==> src/rtl/aft_pkg.sv <==
package aft_pkg;

  localparam int HALF_W     = 16;
  localparam int DESC_WORDS = 4;
  localparam int PARTS      = DESC_WORDS - 1;
  localparam int RA_W       = 4;

  localparam logic [RA_W-1:0] A_CMD  = 4'd0;
  localparam logic [RA_W-1:0] A_CFG  = 4'd1;
  localparam logic [RA_W-1:0] A_STAT = 4'd2;
  localparam logic [RA_W-1:0] A_IEN  = 4'd3;
  localparam logic [RA_W-1:0] A_PTRL = 4'd4;
  localparam logic [RA_W-1:0] A_PTRH = 4'd5;
  localparam logic [RA_W-1:0] A_CNT  = 4'd6;
  localparam logic [RA_W-1:0] A_SEL  = 4'd7;
  localparam logic [RA_W-1:0] A_RB0  = 4'd8;
  localparam logic [RA_W-1:0] A_RB1  = 4'd9;
  localparam logic [RA_W-1:0] A_RB2  = 4'd10;
  localparam logic [RA_W-1:0] A_MASK = 4'd11;

  localparam int CMD_GO_BIT  = 0;
  localparam int CMD_SWR_BIT = 7;

  typedef enum logic [2:0] {
    S_IDLE, S_EVAL, S_DREQ, S_DWAIT, S_COMMIT, S_MREQ, S_MWAIT, S_DONE
  } seq_state_e;

  // Select the 16-bit value from a 32-bit response whose lane j is byte addr+j.
  function automatic logic [HALF_W-1:0] pick_half(input logic [31:0] d,
                                                  input logic wide,
                                                  input logic be);
    logic [HALF_W-1:0] v;
    if (!wide) v = be ? {d[7:0], d[15:8]}   : d[15:0];
    else       v = be ? {d[23:16], d[31:24]} : d[15:0];
    return v;
  endfunction

endpackage

==> src/rtl/aft_table.sv <==
module aft_table
  import aft_pkg::*;
#(
  parameter int N_ENT = 16,
  parameter int IDX_W = $clog2(N_ENT)
) (
  input  logic                         clk,
  input  logic                         rst_n,
  input  logic                         we,
  input  logic [IDX_W-1:0]             wr_idx,
  input  logic [PARTS-1:0][HALF_W-1:0] wr_parts,
  input  logic                         mask_we,
  input  logic [N_ENT-1:0]             mask_in,
  input  logic [IDX_W-1:0]             rd_idx,
  output logic [PARTS-1:0][HALF_W-1:0] rd_parts,
  output logic [N_ENT-1:0]             mask_out
);

  logic [PARTS-1:0][HALF_W-1:0] bank [N_ENT];

  for (genvar e = 0; e < N_ENT; e++) begin : g_ent
    logic [PARTS-1:0][HALF_W-1:0] ent_q;
    always_ff @(posedge clk or negedge rst_n) begin
      if (!rst_n)                                ent_q <= '0;
      else if (we && wr_idx == IDX_W'(e))        ent_q <= wr_parts;
    end
    assign bank[e] = ent_q;
  end

  always_ff @(posedge clk or negedge rst_n) begin
    if (!rst_n)       mask_out <= '0;
    else if (mask_we) mask_out <= mask_in;
  end

  assign rd_parts = bank[rd_idx];

endmodule

==> src/rtl/aft_seq.sv <==
module aft_seq
  import aft_pkg::*;
#(
  parameter int ADDR_W = 32,
  parameter int N_ENT  = 16,
  parameter int IDX_W  = $clog2(N_ENT)
) (
  input  logic                         clk,
  input  logic                         rst_n,
  input  logic                         go,
  input  logic                         wide,
  input  logic                         big_endian,
  input  logic [ADDR_W-1:0]            ptr,
  input  logic                         cnt_live,
  output logic                         mem_req_valid,
  input  logic                         mem_req_ready,
  output logic [ADDR_W-1:0]            mem_req_addr,
  input  logic                         mem_rsp_valid,
  input  logic [31:0]                  mem_rsp_data,
  output logic                         tbl_we,
  output logic [IDX_W-1:0]             tbl_idx,
  output logic [PARTS-1:0][HALF_W-1:0] tbl_parts,
  output logic                         mask_we,
  output logic [N_ENT-1:0]             mask_val,
  output logic                         adv,
  output logic                         done
);

  localparam int WIDX_W = $clog2(DESC_WORDS);

  seq_state_e                   st_q;
  logic [WIDX_W-1:0]            widx_q;
  logic [IDX_W-1:0]             idx_q;
  logic [PARTS-1:0][HALF_W-1:0] part_q;
  logic [HALF_W-1:0]            cur;
  logic                         last_word;

  assign cur       = pick_half(mem_rsp_data, wide, big_endian);
  assign last_word = (widx_q == WIDX_W'(DESC_WORDS - 1));

  always_ff @(posedge clk or negedge rst_n) begin
    if (!rst_n) begin
      st_q   <= S_IDLE;
      widx_q <= '0;
      idx_q  <= '0;
      part_q <= '0;
    end else begin
      case (st_q)
        S_IDLE:  if (go) st_q <= S_EVAL;
        S_EVAL: begin
          widx_q <= '0;
          st_q   <= cnt_live ? S_DREQ : S_MREQ;
        end
        S_DREQ:  if (mem_req_ready) st_q <= S_DWAIT;
        S_DWAIT: if (mem_rsp_valid) begin
          if (widx_q == '0) idx_q <= cur[IDX_W-1:0];
          for (int k = 1; k < DESC_WORDS; k++) begin
            if (widx_q == WIDX_W'(k)) part_q[k-1] <= cur;
          end
          if (last_word) begin
            st_q <= S_COMMIT;
          end else begin
            widx_q <= widx_q + 1'b1;
            st_q   <= S_DREQ;
          end
        end
        S_COMMIT: st_q <= S_EVAL;
        S_MREQ:  if (mem_req_ready) st_q <= S_MWAIT;
        S_MWAIT: if (mem_rsp_valid) st_q <= S_DONE;
        S_DONE:  st_q <= S_IDLE;
        default: st_q <= S_IDLE;
      endcase
    end
  end

  assign mem_req_valid = (st_q == S_DREQ) || (st_q == S_MREQ);
  assign mem_req_addr  = ptr + (ADDR_W'(widx_q) << (wide ? 2 : 1));
  assign tbl_we        = (st_q == S_COMMIT);
  assign tbl_idx       = idx_q;
  assign tbl_parts     = part_q;
  assign mask_we       = (st_q == S_MWAIT) && mem_rsp_valid;
  assign mask_val      = N_ENT'(cur);
  assign adv           = (st_q == S_COMMIT);
  assign done          = (st_q == S_DONE);

endmodule

==> src/rtl/aft_regs.sv <==
module aft_regs
  import aft_pkg::*;
#(
  parameter int ADDR_W = 32,
  parameter int CNT_W  = 16,
  parameter int LOOP_W = 5,
  parameter int N_ENT  = 16,
  parameter int IDX_W  = $clog2(N_ENT)
) (
  input  logic                         clk,
  input  logic                         rst_n,
  input  logic                         reg_wr_en,
  input  logic [RA_W-1:0]              reg_addr,
  input  logic [HALF_W-1:0]            reg_wdata,
  output logic [HALF_W-1:0]            reg_rdata,
  input  logic [PARTS-1:0][HALF_W-1:0] rb_parts,
  input  logic [N_ENT-1:0]             mask,
  input  logic                         seq_adv,
  input  logic                         seq_done,
  output logic                         go,
  output logic                         wide,
  output logic [ADDR_W-1:0]            ptr,
  output logic [CNT_W-1:0]             count,
  output logic                         cnt_live,
  output logic [IDX_W-1:0]             sel,
  output logic                         done_st,
  output logic                         irq
);

  localparam int HI_W = ADDR_W - HALF_W;

  logic              swr_q, ien_q;
  logic [ADDR_W-1:0] step;
  logic              wr_cmd, wr_stat, wr_ptrl, wr_ptrh, wr_cnt;

  assign step    = ADDR_W'(DESC_WORDS) << (wide ? 2 : 1);
  assign wr_cmd  = reg_wr_en && reg_addr == A_CMD;
  assign wr_stat = reg_wr_en && reg_addr == A_STAT;
  assign wr_ptrl = reg_wr_en && reg_addr == A_PTRL && !go;
  assign wr_ptrh = reg_wr_en && reg_addr == A_PTRH && !go;
  assign wr_cnt  = reg_wr_en && reg_addr == A_CNT  && !go;

  always_ff @(posedge clk or negedge rst_n) begin
    if (!rst_n) begin
      go      <= 1'b0;
      swr_q   <= 1'b0;
      wide    <= 1'b0;
      done_st <= 1'b0;
      ien_q   <= 1'b0;
      sel     <= '0;
    end else begin
      if (wr_cmd) begin
        if (reg_wdata[CMD_GO_BIT]) go <= 1'b1;
        swr_q <= reg_wdata[CMD_SWR_BIT];
      end
      if (seq_done) go <= 1'b0;
      if (reg_wr_en && reg_addr == A_CFG) wide  <= reg_wdata[0];
      if (reg_wr_en && reg_addr == A_IEN) ien_q <= reg_wdata[0];
      if (reg_wr_en && reg_addr == A_SEL) sel   <= reg_wdata[IDX_W-1:0];
      if (wr_stat && reg_wdata[0]) done_st <= 1'b0;
      if (seq_done)                done_st <= 1'b1;
    end
  end

  always_ff @(posedge clk or negedge rst_n) begin
    if (!rst_n) begin
      ptr   <= '0;
      count <= '0;
    end else if (seq_adv) begin
      ptr   <= ptr + step;
      count <= count - 1'b1;
    end else begin
      if (wr_ptrl) ptr[HALF_W-1:0]      <= reg_wdata;
      if (wr_ptrh) ptr[ADDR_W-1:HALF_W] <= reg_wdata[HI_W-1:0];
      if (wr_cnt)  count                <= reg_wdata[CNT_W-1:0];
    end
  end

  assign cnt_live = |count[LOOP_W-1:0];
  assign irq      = done_st && ien_q;

  always_comb begin
    reg_rdata = '0;
    case (reg_addr)
      A_CMD:  begin
        reg_rdata[CMD_GO_BIT]  = go;
        reg_rdata[CMD_SWR_BIT] = swr_q;
      end
      A_CFG:  reg_rdata[0] = wide;
      A_STAT: reg_rdata[0] = done_st;
      A_IEN:  reg_rdata[0] = ien_q;
      A_PTRL: reg_rdata = ptr[HALF_W-1:0];
      A_PTRH: reg_rdata = HALF_W'(ptr[ADDR_W-1:HALF_W]);
      A_CNT:  reg_rdata = HALF_W'(count);
      A_SEL:  reg_rdata = HALF_W'(sel);
      A_RB0:  reg_rdata = swr_q ? rb_parts[0] : '0;
      A_RB1:  reg_rdata = swr_q ? rb_parts[1] : '0;
      A_RB2:  reg_rdata = swr_q ? rb_parts[2] : '0;
      A_MASK: reg_rdata = HALF_W'(mask);
      default: reg_rdata = '0;
    endcase
  end

endmodule

==> src/rtl/aft_loader.sv <==
module aft_loader
  import aft_pkg::*;
#(
  parameter int ADDR_W = 32,
  parameter int N_ENT  = 16,
  parameter int CNT_W  = 16,
  parameter int LOOP_W = 5
) (
  input  logic              clk,
  input  logic              rst_n,
  input  logic              big_endian,
  input  logic              reg_wr_en,
  input  logic [RA_W-1:0]   reg_addr,
  input  logic [HALF_W-1:0] reg_wdata,
  output logic [HALF_W-1:0] reg_rdata,
  output logic              mem_req_valid,
  input  logic              mem_req_ready,
  output logic [ADDR_W-1:0] mem_req_addr,
  input  logic              mem_rsp_valid,
  input  logic [31:0]       mem_rsp_data,
  output logic              irq
);

  localparam int IDX_W = $clog2(N_ENT);

  logic                         go_w, wide_w, live_w, done_w;
  logic [ADDR_W-1:0]            ptr_w;
  logic [CNT_W-1:0]             count_w;
  logic [IDX_W-1:0]             sel_w, widx_w;
  logic                         tbl_we_w, mask_we_w, adv_w, seq_done_w;
  logic [PARTS-1:0][HALF_W-1:0] wparts_w, rparts_w;
  logic [N_ENT-1:0]             mask_in_w, mask_w;

  aft_regs #(
    .ADDR_W(ADDR_W), .CNT_W(CNT_W), .LOOP_W(LOOP_W), .N_ENT(N_ENT), .IDX_W(IDX_W)
  ) u_regs (
    .clk(clk), .rst_n(rst_n),
    .reg_wr_en(reg_wr_en), .reg_addr(reg_addr), .reg_wdata(reg_wdata),
    .reg_rdata(reg_rdata),
    .rb_parts(rparts_w), .mask(mask_w),
    .seq_adv(adv_w), .seq_done(seq_done_w),
    .go(go_w), .wide(wide_w), .ptr(ptr_w), .count(count_w),
    .cnt_live(live_w), .sel(sel_w), .done_st(done_w), .irq(irq)
  );

  aft_seq #(
    .ADDR_W(ADDR_W), .N_ENT(N_ENT), .IDX_W(IDX_W)
  ) u_seq (
    .clk(clk), .rst_n(rst_n),
    .go(go_w), .wide(wide_w), .big_endian(big_endian),
    .ptr(ptr_w), .cnt_live(live_w),
    .mem_req_valid(mem_req_valid), .mem_req_ready(mem_req_ready),
    .mem_req_addr(mem_req_addr),
    .mem_rsp_valid(mem_rsp_valid), .mem_rsp_data(mem_rsp_data),
    .tbl_we(tbl_we_w), .tbl_idx(widx_w), .tbl_parts(wparts_w),
    .mask_we(mask_we_w), .mask_val(mask_in_w),
    .adv(adv_w), .done(seq_done_w)
  );

  aft_table #(
    .N_ENT(N_ENT), .IDX_W(IDX_W)
  ) u_table (
    .clk(clk), .rst_n(rst_n),
    .we(tbl_we_w), .wr_idx(widx_w), .wr_parts(wparts_w),
    .mask_we(mask_we_w), .mask_in(mask_in_w),
    .rd_idx(sel_w), .rd_parts(rparts_w), .mask_out(mask_w)
  );

endmodule

==> config.mk <==
export PLATFORM = sky130hd
export DESIGN_NAME = aft_loader
export DESIGN_NICKNAME = d
export VERILOG_FILES = /design/src/rtl/aft_pkg.sv /design/src/rtl/aft_table.sv /design/src/rtl/aft_seq.sv /design/src/rtl/aft_regs.sv /design/src/rtl/aft_loader.sv
export SDC_FILE = /design/constraint.sdc
export NUM_CORES = 1
export LEC_CHECK = 0
export CAP_MARGIN = 0
export CORE_MARGIN = 2
export CORE_UTILIZATION = 28
export DETAILED_ROUTE_END_ITERATION = 6
export SLEW_MARGIN = 20
export SYNTH_ARGS = -nofsm -noshare
export SYNTH_HDL_FRONTEND = slang
export SYNTH_SLANG_ARGS = --single-unit
==> constraint.sdc <==
create_clock -name clk -period 4 [get_ports clk]
set_clock_uncertainty 0.1 [all_clocks]
set_input_delay 0.8 -clock clk [delete_from_list [all_inputs] [get_ports clk]]
set_output_delay 0.8 -clock clk [all_outputs]
set_load 0.01 [all_outputs]
# ---- Yosys cells after proc, flatten, opt, wreduce, memory -nomap -nowiden
# Index checks and enable logic that the tools add are counted.
dict set report op_classes {
  bitwise 1
  n_addsub 4
  n_eq_ne 42
  n_lt_le_gt_ge 1
  mux 35
  n_reduce_logical 51
  n_shift 2
}
# op count
set ops {}
lappend ops {{binary-select mux 48 bit (select 4 bit)} 1}
lappend ops {{two-way mux 16 bit} 10}
lappend ops {{two-way mux 48 bit} 2}
lappend ops {{adder 32 bit} 2}
lappend ops {{one-hot mux 8 bit (7 select lines)} 1}
lappend ops {{== test 4 bit, second input constant} 12}
lappend ops {{one-hot mux 6 bit (8 select lines)} 1}
lappend ops {{== test 4 x 3 -> 1 bit, second input constant} 8}
lappend ops {{two-way mux 32 bit} 1}
lappend ops {{left shift 2 x 32 -> 32 bit} 1}
lappend ops {{left shift 3 x 32 -> 32 bit, first input constant} 1}
lappend ops {{logical AND 1 bit} 30}
lappend ops {{one-hot mux 3 bit (8 select lines)} 1}
lappend ops {{two-way mux 3 bit} 7}
lappend ops {{== test 4 x 2 -> 1 bit, second input constant} 4}
lappend ops {{subtractor 16 x 1 -> 16 bit, second input constant} 1}
lappend ops {{AND reduction 3 bit} 5}
lappend ops {{nonzero test 2 bit} 7}
lappend ops {{== test 3 bit, second input constant} 4}
lappend ops {{inequality test 2 bit, second input constant} 6}
lappend ops {{one-hot mux 1 bit (12 select lines)} 1}
lappend ops {{== test 4 x 1 -> 1 bit, second input constant} 2}
lappend ops {{logical NOT 4 bit} 2}
lappend ops {{one-hot mux 1 bit (8 select lines)} 1}
lappend ops {{17 further kinds} 25}
dict set report totals {
  register_bits 898
  out_inout_bits 50
  word_cells 200
}

# ---- Depth between registers and ports, before layout
# Gate-level depths: netlist (run 1).
dict set report depth {
  depth_word 6
  depth_mapped 11
  ltp_nobuf 9
}

# ---- Hierarchy
# A second synthesis (run 1) with hierarchy kept.
dict set report hier_totals {
  hier_cells 3009
  hier_area_um2 42698.5
}
# mod area_each_um2 cells_each instances
set modules_own_cells {}
lappend modules_own_cells {aft_table 34740.8 2127 1}
lappend modules_own_cells {aft_regs 4466.8 545 1}
lappend modules_own_cells {aft_seq 3490.8 337 1}

# ---- Worst setup path after synthesis (run 1)
# OpenSTA, ideal clock, no wires.
dict set report synth_path {
  kind {in2out}
  startpoint {input port reg_addr[2]}
  endpoint {output port reg_rdata[14]}
  path_buffers 1
  arrival_ps 2494
  cell_stages 8
  required_ps 3100
  path_slack_ps 606
  cell_sequence {inv_1 > ha_1 > clkbuf_1 > nand2_1 > nor3_1 > a22oi_1 > and3_1 > o221ai_1}
}
dict set report synth_via {
  elab_chain_len 2
}
# element line
set synth_lines {}
lappend synth_lines {{from (decl)} aft_loader.sv:13} ;# input logic [RA_W-1:0] reg_addr,
lappend synth_lines {{== test 4 bit or == test 4 x 3 -> 1 bit (tied branches)} aft_regs.sv:84} ;# case (reg_addr)
lappend synth_lines {{one-hot mux 8 bit (7 select lines) (*)} aft_regs.sv:84}
lappend synth_lines {{to (decl)} aft_loader.sv:15} ;# output logic [HALF_W-1:0] reg_rdata,
# Every way passes the cells marked *; elsewhere a longest branch is shown, timed or not.

# ---- Worst setup path after layout (run 1)
dict set report layout_path {
  startpoint {register u_regs.sel[0]}
  endpoint {output port reg_rdata[13]}
}
dict set report layout_via {
  elab_chain_len 6
}
# element line
set layout_lines {}
lappend layout_lines {{from (decl)} aft_regs.sv:25} ;# output logic [IDX_W-1:0] sel,
lappend layout_lines {{from (signal assigned)} aft_regs.sv:59} ;# if (reg_wr_en && reg_addr == A_SEL) sel <= reg_wdata[IDX_W-1:0];
lappend layout_lines {{inverter 4 -> 5 bit (not written as such) (*)} aft_table.sv:35} ;# assign rd_parts = bank[rd_idx];
lappend layout_lines {{binary-select mux 48 bit (select 4 bit) (*)} aft_table.sv:35}
lappend layout_lines {{two-way mux 48 bit (not written as such) (*) (2 in a row)} aft_table.sv:35}
lappend layout_lines {{two-way mux 16 bit (on tied branches)} {aft_regs.sv:98, aft_regs.sv:96, aft_regs.sv:97}}
lappend layout_lines {{one-hot mux 8 bit (7 select lines) (*)} aft_regs.sv:84}
# Every way passes the cells marked *; elsewhere a longest branch is shown, timed or not. The select of a mux whose other input is x is not followed.

==> results_dict.tcl, run 1 <==
set metrics [dict create \
    drt_wl_total_um 131700 \
    grt-busiest-layer "met2" \
    synth_edf_count 0 \
    worstRegToRegCells 5 \
    drt_first_pass_iters 6 \
    drt_iter0_drc 2432 \
    grt_pass1_wl_um 198200 \
    crit_arrival_ns 3.30 \
    r2r-start "u_seq.st_q[1]$_DFFE_PN0P_" \
    synthCells 3261 \
    gr-total-overflow 0 \
    finalSetupTns_ns -1.009 \
    syn_area_per_cell_um2 13.11 \
    rsz0062_at_grt "yes" \
    synth_top_family_by_area "multiplexers" \
    vias_per_cell 5.189 \
    io_pins 108 \
    preCtsSetupSlack_ns -0.7403 \
    cts_hold_buf 0 \
    critPathRequiredTime_ns 3.10 \
    grt_max_degree 112 \
    cp-end-kind "output pin" \
    total_power_mw 27.42 \
    grt_use_met2 0.2666 \
    synth_fa_ha_area_frac 0.005910 \
    coreArea_um2 151700 \
    grt_util_met3 0.02795 \
    setup_viol 11 \
    fin_crit_sh 1.051 \
    tightestPinTransition_ns 0.9785 \
    use_met1 0.2270 \
    synth_seq_cells 898 \
    crit_fanout 8 \
    start_kind "flop" \
    synth_cell_types 65 \
    htree_num_levels 3 \
    drv_slew 0 \
    die_h_um 394.8 \
    async_flop_share 1.000 \
    antenna_found_initial 3 \
    fin_area_um2 52610 \
    holdCritPathClass "in2async" \
    post-route-drc-count 0 \
    synth-compound-area-share 0.06577 \
    synth_xor_area_frac 0.006144 \
    place_hpwl_um 83230 \
    synth_area_leaders "dfrtp_1 53%, mux2_2 21%, mux2i_1 6.6%" \
    root_buffer "clkbuf_16" \
    die_w_um 394.8 \
    critical_path_class "reg2out" \
    most-common-layout-cells "894 x dfrtp_1, 776 x mux2_2, 252 x mux2i_1" \
    start_util 0.2819 \
    powerDensity_nw_per_um2 521.2 \
    drive_gt1_frac 0.4257 \
    min_period_ns 4.203 \
    cap_viol_max_count 0 \
    postRouteAntennaNets 0 \
    nets 3594 \
    cts_max_path_buffers 3 \
    cts_made_buffers 93 \
    ir_drop_uv 306.1 \
    r2r_end "u_table.bank[53]$_DFFE_PN0P_" \
    area_delta_synth_final_pct 23.03 \
    synthMuxAreaShare 0.3130 \
    track_usage 0.1661 \
    numPortBuffers 107 \
    p_leak_nw 24.26 \
    clkTransAtPathRegs_ns 0.06 \
    post_drt_wl_per_cell_um 23.41 \
    synth_flop_cell "dfrtp_1" \
    cts_tree "built" \
    fmax_ghz 0.2379 \
    vias 29200 \
    gp_congestion 0.9235 \
    syn_area_um2 42760 \
    clock_sinks 898 \
    status "complete, but fails checks" \
    final_common_cell "dfrtp_1" \
    synthSimpleGateAreaFrac 0.05091 \
    worstSkewPairLatency_ns 0.68 \
    hold_viol 0 \
    fin_ws_ns -0.2033 \
    relSlewSlack 0.3477 \
    yosys.area.top_type "dfrtp_1" \
    yosysTopAreaCellShare 0.5255 \
    fp-row-count 143 \
    violations "negative setup slack" \
    r2r_slack_ns 0.99 \
    placed_cell_area_um2 47860 \
    yosysSeqAreaShare 0.5255 \
    dieArea_um2 155900 \
    yosysWarnings 0 \
    grt_pass1_vias 29800 \
]
-- cell usage after synthesis, types with 16 or more instances --
| master | number |
|---|---|
| buf_4 | 23 |
| mux2_2 | 780 |
| nor2_1 | 95 |
| a221oi_1 | 41 |
| buf_1 | 22 |
| o21ai_0 | 139 |
| a211oi_1 | 16 |
| mux4_2 | 77 |
| dfrtp_1 | 898 |
| inv_1 | 22 |
| buf_6 | 16 |
| ha_1 | 17 |
| nor3_1 | 30 |
| nand3_1 | 68 |
| xor2_1 | 17 |
| clkbuf_1 | 127 |
| a22oi_1 | 97 |
| nand2_1 | 172 |
| a21oi_1 | 37 |
| nand4_1 | 21 |
| mux2i_1 | 283 |
| buf_2 | 81 |
-- routing by layer --
metal	vias up	share of wire
li1	12530	-
met1	15540	0.45
met2	929	0.47
met3	202	0.058
met4	0	0.029
met5	-	0
-- through the flow --
stage / hold WS [ns] / util / instances
final: 0.003172 / 0.3468 / 5626
after global routing: 0.04113 / 0.3467 / 5624
after floorplan: 0.3497 / - / 3262
after detailed placement: 0.3753 / 0.3154 / 5404
after CTS: 0.01239 / 0.3437 / 5615
after global placement: 0.3630 / 0.3154 / 5404
-- registers in the layout, indices dropped and copies added, names as in the netlist, 2 cells and up, named ones only --
| register | flops |
|---|---|
| u_regs.ptr | 31 |
| u_seq.widx_q | 2 |
| u_regs.count | 16 |
| u_seq.tbl_parts | 48 |
| u_seq.st_q | 3 |
| u_regs.sel | 4 |
| u_table.bank | 768 |
| u_table.mask_out | 16 |
| u_seq.tbl_idx | 4 |
-- power breakdown --
group	total [mW]	leakage, nW	switching (mW)	internal [mW]
Combinational	6.83	10.4	3.65	3.18
Sequential	11.6	12.3	1.65	9.93
Clock	9.01	1.57	3.76	5.25
-- worst max path at each step --
stage | from | to | cells past startpoint
detailed placement | reg_addr[2] | reg_rdata[4] | 11
finish | u_regs.sel[0]$_DFFE_PN0P_ | reg_rdata[13] | 12
global placement | reg_addr[2] | reg_rdata[4] | 11
floorplan | reg_addr[2] | reg_rdata[14] | 8
global route | u_regs.sel[0]$_DFFE_PN0P_ | reg_rdata[7] | 8
CTS | u_regs.sel[0]$_DFFE_PN0P_ | reg_rdata[7] | 8
-- critical path, cell delays in order, from the launching register on --
cell      delay, ns
dfrtp_4        0.51
buf_4          0.15
buf_12         0.13
buf_12         0.14
buf_16         0.15
buf_4          0.15
mux2i_1        0.13
a221oi_2       0.30
o21ba_2        0.17
a221oi_1       0.04
buf_4          0.18
o211ai_1       0.33
buf_2          0.21
-- area by class of cell --
type / instances / area (um2)
Timing Repair Buffer: 429 / 4443
Multi-Input combinational cell: 2073 / 19870
Sequential cell: 898 / 22480
Clock inverter: 33 / 417.9
Inverter: 22 / 82.58
Tap cell: 2030 / 2540
Clock buffer: 137 / 2763
Antenna cell: 4 / 10.01
Fill cell: 14890 / 99110
-- kinds of logic (layout without fill, tap and decap cells) --
family                   count (synthesis)  after routing
other                                    1              6
adder cells (fa/ha/maj)                 19             19
flip-flops                             898            898
buffers and inverters                  291            621
AO/OA/AOI/OAI                          417            417
multiplexers                          1143           1143
AND/OR/NAND/NOR                        462            462
XOR/XNOR                                30             30
-- repair_timing --
item	4_1_cts	5_1_grt
gates resized for setup	240	107
pin swaps	47	63
cloned	4	0
buffers inserted	42	21
endpoints found under the setup margin	43	33
No activity file was read; power rests on OpenSTA's default activity.
==> run 2: changes to the inputs <==
--- a/config.mk
+++ b/config.mk
@@ -6,6 +6,7 @@
 export NUM_CORES = 1
 export LEC_CHECK = 0
 export CAP_MARGIN = 0
+export CORE_ASPECT_RATIO = 1.25
 export CORE_MARGIN = 2
 export CORE_UTILIZATION = 28
 export DETAILED_ROUTE_END_ITERATION = 6
==> constraint.sdc (replaced) <==
create_clock -name clk -period 4.4 [get_ports clk]
set_clock_uncertainty 0.1 [all_clocks]
set_input_delay 0.88 -clock clk [delete_from_list [all_inputs] [get_ports clk]]
set_output_delay 0.88 -clock clk [all_outputs]
set_load 0.01 [all_outputs]
==> run 2 against run 1 <==
Compared with the run above: critical path depth decreased by 3; core utilization decreased by 1.0 points; sequential power decreased by 9%; clock-buffer cell count decreased by 21; non-clock buffer count decreased by 59; worst setup slack improved by 0.26 ns; the flow now finishes without violations; cell count decreased by 1.7%; register-to-register slack improved by 0.27 ns; combinational power decreased by 15%; critical endpoint is now reg_rdata[0]; clock power decreased by 19%; global-route usage increased by 0.43 points; first-iteration DRC count decreased by 6.1%.
==> results_dict.tcl, run 2 (same netlist as run 1, synthesis figures left out) <==
set metrics [dict create \
    antenna_found_initial 3 \
    post_drt_wl_per_cell_um 24.14 \
    drt_first_pass_iters 6 \
    fin_crit_sh 0.9865 \
    drt_iter0_drc 2284 \
    critPathRequiredTime_ns 3.42 \
    setup_viol 0 \
    stdcell_count 5529 \
    clock_sinks 898 \
    rsz0062_at_grt "yes" \
    final_core_util 0.3366 \
    p_leak_nw 23.66 \
    area_delta_synth_final_pct 19.60 \
    antenna_cells 0 \
    critical_path_class "reg2out" \
    tightestPinTransition_ns 0.9798 \
    cts_max_path_buffers 3 \
    grt_max_degree 97 \
    postRouteAntennaNets 0 \
    placedCellCount 5343 \
    power.share.combinational 0.245 \
    drv_slew 0 \
    worstSkewPairLatency_ns 0.69 \
    start_kind "flop" \
    place_hpwl_um 83680 \
    status "finished, final reports clean" \
    holdCritPathClass "in2async" \
    p_sw_frac 0.3387 \
    numPortBuffers 107 \
    clkTransAtPathRegs_ns 0.07 \
    hold_viol 0 \
    coreArea_um2 151900 \
    largest_register_ffs 768 \
    die_w_um 353.6 \
    cts_tree "built" \
    drt_wl_total_um 133400 \
    htree_num_levels 3 \
    die_h_um 440.9 \
    grt_pass1_vias 29610 \
    intPower_mw 15.68 \
    cp.buffers_inverters 4 \
    drive_gt1_frac 0.3918 \
    dieArea_um2 155900 \
    crit_family "compound AO/OA/AOI/OAI gates" \
    slowest_stage "dfrtp_4" \
    critical_path.max_stage_delay_ns 0.57 \
    post-route-drc-count 0 \
    total_power_mw 23.71 \
    grt_pass1_wl_um 200600 \
    cts_made_buffers 82 \
    io_pins 108 \
    final_common_cell "dfrtp_1" \
    fin_ws_ns 0.05937 \
    p_clk_frac 0.308 \
    nets 3524 \
    gp_congestion 0.9310 \
    fmax_ghz 0.2304 \
    min_period_ns 4.341 \
    preCtsSetupSlack_ns -0.1665 \
    crit_arrival_ns 3.36 \
    track_usage 0.1704 \
    vias 28580 \
    most-common-layout-cells "895 x dfrtp_1, 779 x mux2_2, 272 x mux2i_1" \
    cap_viol_max_count 0 \
    seqPwrFrac 0.447 \
    fp-row-count 160 \
    finalSetupTns_ns 0 \
    root_buffer "clkbuf_16" \
    relSlewSlack 0.3452 \
    netSwitchingPower_mw 8.029 \
    path_cells "buf_6 > buf_4 > buf_12 > mux4_2 > a22oi_2 > a21oi_1 > o21ai_2 > a31oi_2 > dlygate4sd2_1" \
    crit_fanout 6 \
    cts_hold_buf 0 \
    vias_per_cell 5.169 \
    gr-total-overflow 0 \
    start_util 0.2814 \
    cp-end-kind "output pin" \
    powerDensity_nw_per_um2 463.6 \
    ir_drop_uv 349.7 \
]
[run 2: changes by cell type in the layout (fill, tap and decap cells not counted), sizes merged, moves of 4 or more]
cell / previous run / this run
dlymetal6s2s: 1 / 6
clkdlybuf4s50: 63 / 83
dlygate4sd2: 20 / 7
buf: 338 / 271
diode: 4 / 0
clkbuf: 140 / 118
[run 2: routing by layer]
layer / part of all wire / vias up / track usage
li1: - / 12350 / -
met3: 0.049 / 243 / 0.02512
met2: 0.48 / 862 / 0.2888
met1: 0.42 / 15120 / 0.2117
met4: 0.051 / 2 / 0.08552
met5: 0.000097 / - / 0
[run 2: worst reg2reg max path: cells and delay by family, from the launching register on]
family,cells,cell delay (ns)
flip-flops,1,0.62
buffers and inverters,1,0.40
AND/OR/NAND/NOR,3,1.53
multiplexers,1,0.36
[run 2: layout make-up]
| class | count | area [um2] |
|---|---|---|
| clock buffers | 116 | 2350 |
| well taps | 2025 | 2534 |
| multi-input cells | 2073 | 19470 |
| clock inverters | 25 | 325.3 |
| inverters | 22 | 82.58 |
| repair buffers | 370 | 3897 |
| fillers | 14820 | 100800 |
| flip-flops and latches | 898 | 22480 |
[run 2: worst paths after layout]
| path | to | start | slack (ns) | cells after the start |
|---|---|---|---|---|
| worst min register to register | u_table.mask_out[15]$_DFFE_PN0P_ | u_table.mask_out[15]$_DFFE_PN0P_ | 0.39 | 2 |
| worst max register to register | u_table.bank[64]$_DFFE_PN0P_ | u_seq.st_q[2]$_DFFE_PN0P_ | 1.26 | 5 |
| worst min-delay path | u_table.bank[342]$_DFFE_PN0P_ | rst_n | 0.16 | 1 |
| min in group clk | u_table.mask_out[15]$_DFFE_PN0P_ | u_table.mask_out[15]$_DFFE_PN0P_ | 0.39 | 2 |
| max in group asynchronous | u_table.bank[12]$_DFFE_PN0P_ | rst_n | 2.85 | 3 |
| worst max-delay path | reg_rdata[0] | u_regs.sel[0]$_DFFE_PN0P_ | 0.06 | 9 |
[run 2: per-stage QoR]
stage,hold slack (ns),instance area [um2]
after CTS,0.1632,51060
after floorplan,0.3497,42770
after global placement,0.3638,47470
final,0.1561,51150
after detailed placement,0.3773,47470
after global routing,0.2065,51150
[run 2: timing repair]
item	4_1_cts	5_1_grt
setup endpoints to repair	30	29
gates resized for setup	129	29
setup buffers	35	8
cloned	6	0
pin swaps	26	8
[run 2: power by group through the flow]
| stage | Combinational [mW] | Sequential (mW) | Clock [mW] |
|---|---|---|---|
| after detailed placement | 5.35 | 10.7 | 0 |
| after floorplan | 3.48 | 9.71 | 0 |
| final | 5.82 | 10.6 | 7.30 |
| after global routing | 6.19 | 10.7 | 7.76 |
| after global placement | 5.34 | 10.7 | 0 |
| after CTS | 5.80 | 10.5 | 7.45 |
